<file path="src/rtl/imem_pkg.sv">
package imem_pkg;

  localparam int INST_W       = 20;
  localparam int MEM_LOG2_MIN = 20;
  localparam int SIZE_STEPS   = 2;
  localparam int PA_W         = MEM_LOG2_MIN + SIZE_STEPS;
  localparam int CHUNK_LOG2   = 8;
  localparam int NUM_BOUND    = 5;
  localparam int REG_W        = 3;

  typedef enum logic [REG_W-1:0] {
    REG_HASH   = 3'd0,
    REG_RUNOUT = 3'd1,
    REG_CTX    = 3'd2,
    REG_AUDIO  = 3'd3,
    REG_SPARE  = 3'd4,
    REG_OBJECT = 3'd5
  } region_e;

  typedef struct packed {
    logic [PA_W-1:0] phys;
    region_e         region;
    logic            free;
    logic            faulty;
  } xl_result_t;

  // log2 of the memory size in bytes; codes past the largest alias to it
  function automatic int size_log(input logic [1:0] code);
    int step;
    step = (int'(code) > SIZE_STEPS) ? SIZE_STEPS : int'(code);
    return MEM_LOG2_MIN + step;
  endfunction

  // start address of region k (1..NUM_BOUND, the last being the end mark)
  function automatic logic [INST_W-1:0] bound(input logic [1:0] lay, input int k);
    logic [INST_W-1:0] b;
    b = '0;
    case (lay)
      2'd0: case (k)
        1: b = 20'h01000; 2: b = 20'h01800; 3: b = 20'h02000;
        4: b = 20'h02C00; default: b = 20'h03000;
      endcase
      2'd1: case (k)
        1: b = 20'h02000; 2: b = 20'h03000; 3: b = 20'h04000;
        4: b = 20'h04C00; default: b = 20'h05000;
      endcase
      2'd2: case (k)
        1: b = 20'h02000; 2: b = 20'h06000; 3: b = 20'h08000;
        4: b = 20'h08C00; default: b = 20'h09000;
      endcase
      default: case (k)
        1: b = 20'h08000; 2: b = 20'h0C000; 3: b = 20'h10000;
        4: b = 20'h10C00; default: b = 20'h11000;
      endcase
    endcase
    return b;
  endfunction

endpackage

</file>
<file path="src/rtl/imem_xlate.sv">
module imem_xlate
  import imem_pkg::*;
(
  input  logic              clk,
  input  logic              rst_n,
  input  logic [INST_W-1:0] addr,
  input  logic [1:0]        size_code,
  input  logic              dbl,
  output logic [PA_W-1:0]   phys
);

  int              slog;
  logic [PA_W-1:0] inv;
  logic [PA_W-1:0] full_mask;
  logic [PA_W-1:0] half_mask;
  logic [PA_W-1:0] folded;
  logic            upper_half;

  always_comb begin
    slog       = size_log(size_code);
    inv        = PA_W'(addr) ^ ~PA_W'(3);
    full_mask  = {PA_W{1'b1}} >> (PA_W - slog);
    half_mask  = full_mask >> 1;
    upper_half = inv[CHUNK_LOG2];
    folded     = {1'b0, inv[PA_W-1:CHUNK_LOG2+1], inv[CHUNK_LOG2-1:0]};
    if (dbl)
      phys = (folded & half_mask) | (upper_half ? (full_mask & ~half_mask) : '0);
    else
      phys = inv & full_mask;
  end

  AST_LOW_PASS: assert property (@(posedge clk) disable iff (!rst_n)
    phys[1:0] == addr[1:0]);

  AST_HALF_PICK: assert property (@(posedge clk) disable iff (!rst_n)
    dbl |-> ((phys >> (slog - 1)) == PA_W'(!addr[CHUNK_LOG2])));

  AST_IN_SIZE: assert property (@(posedge clk) disable iff (!rst_n)
    (phys >> slog) == '0);

endmodule

</file>
<file path="src/rtl/imem_region.sv">
module imem_region
  import imem_pkg::*;
(
  input  logic              clk,
  input  logic              rst_n,
  input  logic [INST_W-1:0] addr,
  input  logic [1:0]        layout,
  output region_e           region,
  output logic              free,
  output logic              faulty
);

  logic [NUM_BOUND:1] at_or_above;
  logic [NUM_BOUND:0] hit;

  for (genvar k = 1; k <= NUM_BOUND; k++) begin : g_cmp
    assign at_or_above[k] = addr >= bound(layout, k);
  end

  for (genvar k = 0; k <= NUM_BOUND; k++) begin : g_hit
    if (k == 0) begin : g_first
      assign hit[k] = !at_or_above[1];
    end else if (k == NUM_BOUND) begin : g_last
      assign hit[k] = at_or_above[k];
    end else begin : g_mid
      assign hit[k] = at_or_above[k] && !at_or_above[k+1];
    end
  end

  // lowest-numbered matching region wins
  always_comb begin
    region = REG_OBJECT;
    for (int k = NUM_BOUND; k >= 0; k--)
      if (hit[k]) region = region_e'(REG_W'(k));
  end

  assign free   = at_or_above[NUM_BOUND];
  assign faulty = (layout == 2'd2) && hit[REG_CTX];

  AST_ONE_REGION: assert property (@(posedge clk) disable iff (!rst_n)
    $countones(hit) == 1);

  AST_FREE_TOP: assert property (@(posedge clk) disable iff (!rst_n)
    free |-> region == REG_OBJECT);

endmodule

</file>
<file path="src/rtl/imem_stage.sv">
module imem_stage
  import imem_pkg::*;
(
  input  logic       clk,
  input  logic       rst_n,
  input  logic       in_valid,
  output logic       in_ready,
  input  xl_result_t d,
  output logic       out_valid,
  input  logic       out_ready,
  output xl_result_t q
);

  assign in_ready = !out_valid || out_ready;

  always_ff @(posedge clk) begin
    if (!rst_n)
      out_valid <= 1'b0;
    else if (in_ready)
      out_valid <= in_valid;
  end

  always_ff @(posedge clk) begin
    if (!rst_n)
      q <= '0;
    else if (in_valid && in_ready)
      q <= d;
  end

  AST_ONE_CYCLE: assert property (@(posedge clk) disable iff (!rst_n)
    in_valid && in_ready |=> out_valid);

  AST_HOLD: assert property (@(posedge clk) disable iff (!rst_n)
    out_valid && !out_ready |=> out_valid && $stable(q));

endmodule

</file>
<file path="src/rtl/imem_translator.sv">
module imem_translator
  import imem_pkg::*;
(
  input  logic              clk,
  input  logic              rst_n,
  input  logic              in_valid,
  output logic              in_ready,
  input  logic [INST_W-1:0] in_addr,
  input  logic [1:0]        size_code,
  input  logic              dbl_en,
  input  logic [1:0]        layout,
  output logic              out_valid,
  input  logic              out_ready,
  output logic [PA_W-1:0]   out_phys,
  output logic [REG_W-1:0]  out_region,
  output logic              out_free,
  output logic              out_faulty
);

  xl_result_t next_res;
  xl_result_t held_res;

  imem_xlate u_xlate (
    .clk       (clk),
    .rst_n     (rst_n),
    .addr      (in_addr),
    .size_code (size_code),
    .dbl       (dbl_en),
    .phys      (next_res.phys)
  );

  imem_region u_region (
    .clk    (clk),
    .rst_n  (rst_n),
    .addr   (in_addr),
    .layout (layout),
    .region (next_res.region),
    .free   (next_res.free),
    .faulty (next_res.faulty)
  );

  imem_stage u_stage (
    .clk       (clk),
    .rst_n     (rst_n),
    .in_valid  (in_valid),
    .in_ready  (in_ready),
    .d         (next_res),
    .out_valid (out_valid),
    .out_ready (out_ready),
    .q         (held_res)
  );

  assign out_phys   = held_res.phys;
  assign out_region = held_res.region;
  assign out_free   = held_res.free;
  assign out_faulty = held_res.faulty;

  AST_FAULT_IN_CTX: assert property (@(posedge clk) disable iff (!rst_n)
    out_valid && out_faulty |-> out_region == REG_CTX);

  AST_FREE_MATCH: assert property (@(posedge clk) disable iff (!rst_n)
    out_valid |-> out_free == (out_region == REG_OBJECT));

  AST_STALL_BLOCKS: assert property (@(posedge clk) disable iff (!rst_n)
    out_valid && !out_ready |-> !in_ready);

endmodule

</file>
<file path="config.mk">
export PLATFORM = sky130hd
export DESIGN_NAME = imem_translator
export DESIGN_NICKNAME = d
export VERILOG_FILES = /design/src/rtl/imem_pkg.sv /design/src/rtl/imem_xlate.sv /design/src/rtl/imem_region.sv /design/src/rtl/imem_stage.sv /design/src/rtl/imem_translator.sv
export SDC_FILE = /design/constraint.sdc
export NUM_CORES = 1
export LEC_CHECK = 0
export BUFFER_PORTS_ARGS = -buffer_cell sky130_fd_sc_hd__buf_2
export CAP_MARGIN = 25
export CORE_AREA = 10 10 69 71
export CTS_BUF_LIST = sky130_fd_sc_hd__clkbuf_4
export CTS_CLUSTER_SIZE = 25
export DETAILED_ROUTE_END_ITERATION = 8
export DIE_AREA = 0 0 79 81
export HOLD_SLACK_MARGIN = 0.15
export PLACE_DENSITY = 0.84
export SYNTH_ARGS = -nofsm -noshare
export SYNTH_HDL_FRONTEND = slang
export SYNTH_SLANG_ARGS = --single-unit
</file>
<file path="constraint.sdc">
create_clock -name clk -period 2.52 [get_ports clk]
set_clock_uncertainty 0.1 [all_clocks]
set_input_delay 0.252 -clock clk [delete_from_list [all_inputs] [get_ports clk]]
set_output_delay 0.252 -clock clk [all_outputs]
set_load 0.005 [all_outputs]
</file>
# Yosys cells after proc, flatten, opt, wreduce, memory -nomap -nowiden
# Index checks and enable logic that the tools add are counted.
# totals
output_inout_bits,29
wordCells,49
regBits,28
# op_classes
muxes,13
addsub,2
shifts,1
reduce_logical,14
order_cmp,6
n_eq_ne,2
n_bitwise,6
# op_table
cell,count
$pmux W17 S3,3
$ge A20 B17 Y1,3
$pmux W16 S3,1
$and A22 B22 Y22,2
$mux W22,2
$ge A20 B16 Y1,2
$add A6 B32 Y32 const A,1
$pmux W16 S2,1
$shr A22 B32 Y22 const A,1
$sub A6 B32 Y32 const A,1
$not A21 Y22,1
$or A22 B22 Y22,1
$and A21 B21 Y21,1
$not A18 Y20,1
$mux W3,4
$logic_and A1 B1 Y1,6
$logic_not A1 Y1,5
$eq A2 B1 Y1 const B,1
$eq A2 B2 Y1 const B,1
$gt A2 B2 Y1 const B,1
$logic_not A2 Y1,1
$mux W2,1
$reduce_or A2 Y1,1
$logic_or A1 B1 Y1,1
$mux W1,1

# Longest topological paths before layout
# depth
word_depth,10
ltp_mapped,9
mapped_depth_nobuf,9

# Hierarchy
# From an unflattened synthesis, not the netlist that was laid out.
# hier_totals
hier_cells,211
area_unflattened_um2,1853.0
# by_module_without_submodules
module,seq_area_each_um2,area_each_um2,cells_each,n_inst
imem_stage,560.5,1152.4,122,1
imem_region,0.0,494.2,63,1
imem_xlate,0.0,206.4,26,1

# Worst setup path before layout
# Ideal clock, no wire load.
# synth_path
path_kind,in2reg
from,in layout[0]
to,reg u_stage.q[3] in the netlist's numbering
setup_ns,0.117
required_ns,2.303
arrival_time_ns,1.631
path_stages,8
setup_slack_ns,0.672
n_path_buf,0
path_cell_list,inv_1 > ha_1 > o21ai_0 > ha_1 > a21oi_1 > o221ai_2 > o22a_1 > a32o_1
# synth_between
elab_chain_len,9
# synth_rtl
element,line_no,rtl
from (decl),imem_translator.sv:11,"input logic [1:0] layout,"
"$eq A2 B2 Y1, or another cell as far along",imem_pkg.sv:38,case (lay)
$pmux W17 S3,imem_pkg.sv:38,
$ge A20 B17 Y1,imem_region.sv:17,"assign at_or_above[k] = addr >= bound(layout, k);"
$logic_not A1 Y1,imem_region.sv:26,assign hit[k] = at_or_above[k] && !at_or_above[k+1];
$logic_and A1 B1 Y1,imem_region.sv:26,
$mux W3 (3 in a row),imem_region.sv:34,if (hit[k]) region = region_e'(REG_W'(k));
$mux W3 (*),imem_region.sv:34,
to (signal assigned),imem_stage.sv:25,q <= '0;
to (signal assigned),imem_stage.sv:27,q <= d;
to (decl),imem_stage.sv:11,output xl_result_t q
# Every way passes the cells marked *; elsewhere a longest branch is shown, timed or not.
# A chain may end at the register's enable or synchronous reset.

# Final worst setup path
# layout_path
from,in in_addr[3]
to,reg u_stage.q[0] in the netlist's numbering
# layout_between
elab_chain_len,4
# layout_rtl
element,line_no,rtl
from (decl),imem_translator.sv:8,"input logic [INST_W-1:0] in_addr,"
$ge A20 B17 Y1,imem_region.sv:17,
$logic_not A1 Y1,imem_region.sv:26,
$logic_and A1 B1 Y1 (*),imem_region.sv:26,
$logic_and A1 B1 Y1 (*),imem_region.sv:38,assign faulty = (layout == 2'd2) && hit[REG_CTX];
# Marks and branches as above.

==> summary.md <==
| Metric | Value |
|---|---|
| DIE HEIGHT | `81 um` |
| Largest net degree at the start of global routing | `32` |
| Die Wd | `79 um` |
| DP HPWL | `3.535 mm` |
| Max clock buf depth | `2` |
| Post-Route Setup TNS | `0 ps` |
| Worst path required time | `approximately 2700 ps` |
| Number of global-route vias before repair | `1806` |
| I/O Pins | `58` |
| Die area | `~6400 um2` |
| Cts bufs inserted | `3` |
| Slew @ Worst Pin | `674.8 ps` |
| Slowest CP cell | `dlygate4sd3_1` |
| RSZ-0062 raised after global routing | `false` |
| CTS tree | `yes` |
| Delay of the slowest critical-path stage | `550 ps` |
| Synthesized Nets | `around 250` |
| Hold Buf Count CTS | `13` |
| Netlist Area Pre-Place | `1700 um2` |
| PwrDens | `474.0 nW/um2` |
| Total GRT Usage | `0.1588` |
| Post-CTS Setup Repair Bufs | `0` |
| Final ANT Viol Nets | `0` |
| Final hold slack | `159.1 ps` |
| DR DRC count | `0` |
| Period utilisation layout | `0.8770` |
| Critical path data arrival time | `approximately 2400 ps` |
| Root Buffer | `clkbuf_4` |
| Fill cell count | `327` |
| GPL Wtd Cong | `0.8875` |
| Sw Share | `0.2792` |
| Relative max-transition margin | `0.5491` |
| Post-route insts no fill | `317` |
| Ratio of cells with drive above 1 in the final layout | `0.2463` |
| Sequential cell area fraction in the yosys report | `0.3297` |
| Initial Util | `0.4826` |
| FF+latch count, synth | `28` |
| Final setup fails | `0` |
| First-pass GRT wire length | `roughly 8.4 mm` |
| H-tree levels | `1` |
| Register area | `560.5 um2` |
| Vias per cell | `about 5.5` |
| Final nets | `314` |
| Post-DR wirelength/cell | `16.21 um` |
| Area delta synth->final | `28.99%` |
| CTS resizes | `0` |
| Post-Syn Area per Cell | `8.335 um2` |
| Kind of critical path | `in2reg` |
| HP Class | `in2reg` |
| Hold Vio Cnt, Final | `0` |
| Worst vdd ir | `0.0003251 V` |
| Most frequent CP cell | `o21ai_0` |
| Clock Latency Late Sink | `340 ps` |
| Crit Path Max Fanout | `4` |
| Psw | `roughly 290 uW` |
| Sequential Power Share | `0.469` |
| Ys Warns | `0` |
| First-pass DRT Iterations | `4` |
| Antenna violations before repair | `0` |
| Type of origin of the critical path | `input pin` |
| Global route overflow | `0` |
| Critical path cell sequence | `dlygate4sd3_1 > buf_2 > nor4_1 > nand4_1 > nor2_1 > o21ai_0 > o21ai_0` |
| 1st-iter DRT viols | `152` |
| CORE AREA | `3523 um2` |
| Vias | `1755` |
| Num Clock Sinks | `28` |
| Crit path capture type | `flip-flop` |
| Outcome | `complete, no violations` |
| Port bufs | `57` |
| Area of the multi-input gates | `1039 um2` |
| Placed Instances | `299` |
| FMAX | `452.5 MHz` |
| Leakage | `approximately 0.0011 uW` |
| Max-slew violations | `0` |
| Minimum clock period | `2210 ps` |
| Max_cap viols | `0` |
| Yosys cell types | `37` |
| Clock Pin Slew Worst Setup and Hold Paths | `160 ps` |
| Comb power frac | `0.246` |
| Cell Int Power | `749.5 uW` |
| Clock power share | `0.285` |
| Synthesized netlist cell count | `204` |
| # rows | `22` |
| Total power | `approximately 1000 uW` |
| Final Routed Wirelength | `between 5 and 6 mm` |
## through the flow
stage	setup WS, ps	util	area (um2)
floorplan	671.9	-	1700
global placement	433.1	0.5700	2008
detailed placement	291.6	0.5700	2008
CTS	450.9	0.6218	2191
global route	210.1	0.6218	2191
finish	310.0	0.6225	2193
## per-layer routing
| metal | GRT usage | vias to the layer above | part of all wire | routed length [um] |
|---|---|---|---|---|
| li1 | - | 847 | - | - |
| met1 | 0.1735 | 819 | 0.39 | 1989 |
| met2 | 0.2928 | 74 | 0.52 | 2649 |
| met3 | 0.04194 | 15 | 0.072 | 371 |
| met4 | 0.05018 | 0 | 0.025 | 127 |
| met5 | 0 | - | 0 | 0 |
## Yosys cell counts, drive strengths merged
| library cell | number | area (um2) |
|---|---|---|
| a311oi | 1 | 8.760 |
| nand4 | 3 | 18.77 |
| o21ai | 7 | 35.03 |
| and4b | 1 | 10.01 |
| o22ai | 2 | 12.51 |
| nor2b | 2 | 12.51 |
| o21a | 1 | 7.510 |
| nor4 | 3 | 33.78 |
| a31oi | 1 | 6.260 |
| nor3 | 4 | 31.28 |
| a21boi | 16 | 120.1 |
| o221ai | 1 | 15.01 |
| buf | 4 | 18.76 |
| nor2 | 6 | 22.52 |
| a32o | 1 | 10.01 |
| mux2i | 8 | 80.08 |
| dfxtp | 28 | 560.5 |
| nand3 | 6 | 30.03 |
| nand2 | 38 | 142.6 |
| inv | 15 | 56.30 |
| a21o | 1 | 7.510 |
| o211a | 6 | 60.06 |
| a21oi | 8 | 40.04 |
| o22a | 1 | 8.760 |
| or3 | 2 | 17.52 |
| o211ai | 4 | 30.03 |
| a41o | 1 | 10.01 |
| and2 | 3 | 18.77 |
| clkbuf | 7 | 26.28 |
| o311ai | 1 | 8.760 |
| ha | 16 | 200.2 |
| nand2b | 4 | 25.02 |
| o31ai | 2 | 15.01 |
## logic make-up (layout without fill, tap and decap cells)
family / count (synthesis) / after routing / synth area share
flip-flops: 28 / 28 / 0.3297
buffers and inverters: 26 / 90 / 0.05960
other: 0 / 1 / 0
multiplexers: 8 / 8 / 0.04710
AO/OA/AOI/OAI: 54 / 54 / 0.2325
AND/OR/NAND/NOR: 72 / 72 / 0.2134
adder cells (fa/ha/maj): 16 / 16 / 0.1177
## worst max-delay path, delay by kind of cell
family / cells / cell delay, ps
AOI/OAI and AO/OA: 2 / 440
buffers and inverters: 2 / 690
and+or+nand+nor: 3 / 980
## power groups by stage
stage | clock network, uW | registers (uW) | logic (uW)
2_1_floorplan | 0 | 500 | 133
3_3_place_gp | 0 | 495 | 225
3_5_place_dp | 0 | 496 | 233
4_1_cts | 300 | 487 | 252
5_1_grt | 317 | 491 | 286
6_report | 296 | 487 | 256
## state kept, by name (all words and copies together), names as in the netlist
name	cells
u_stage.q	27
u_stage.out_valid	1
## final timing paths
| path | from | to | slack (ps) | depth (start not counted) |
|---|---|---|---|---|
| worst max-delay path | in_addr[3] | u_stage.q[0] | 310 | 7 |
| worst min-delay path | out_ready | u_stage.out_valid | 160 | 3 |
| worst min register to register | u_stage.q[18] | u_stage.q[18] | 370 | 2 |
| worst max register to register | u_stage.out_valid | u_stage.q[0] | 740 | 5 |
## layout make-up
type                    instances  area share
clock inverters                 1     0.01369
repair buffers                 71      0.1928
multi-input cells             150      0.4735
well taps                      48     0.02738
flip-flops and latches         28      0.2556
inverters                      15     0.02567
clock buffers                   3     0.01027
diodes                          1    0.001141
## cells in the final DEF, fill, tap and decap left out, types with 2 or more instances in the layout
cell / count
buf_2: 57
nand2_1: 38
dfxtp_1: 28
a21boi_0: 16
ha_1: 16
inv_1: 15
dlygate4sd3_1: 13
a21oi_1: 8
mux2i_1: 8
o21ai_0: 7
nor2_1: 6
o211a_1: 6
nand3_1: 6
nand2b_1: 4
o211ai_1: 4
and2_1: 3
nor3_1: 3
nand4_1: 3
clkbuf_4: 3
nor2b_1: 2
nor4_1: 2
o31ai_1: 2
o22ai_1: 2
No activity file was read; power rests on OpenSTA's default activity.
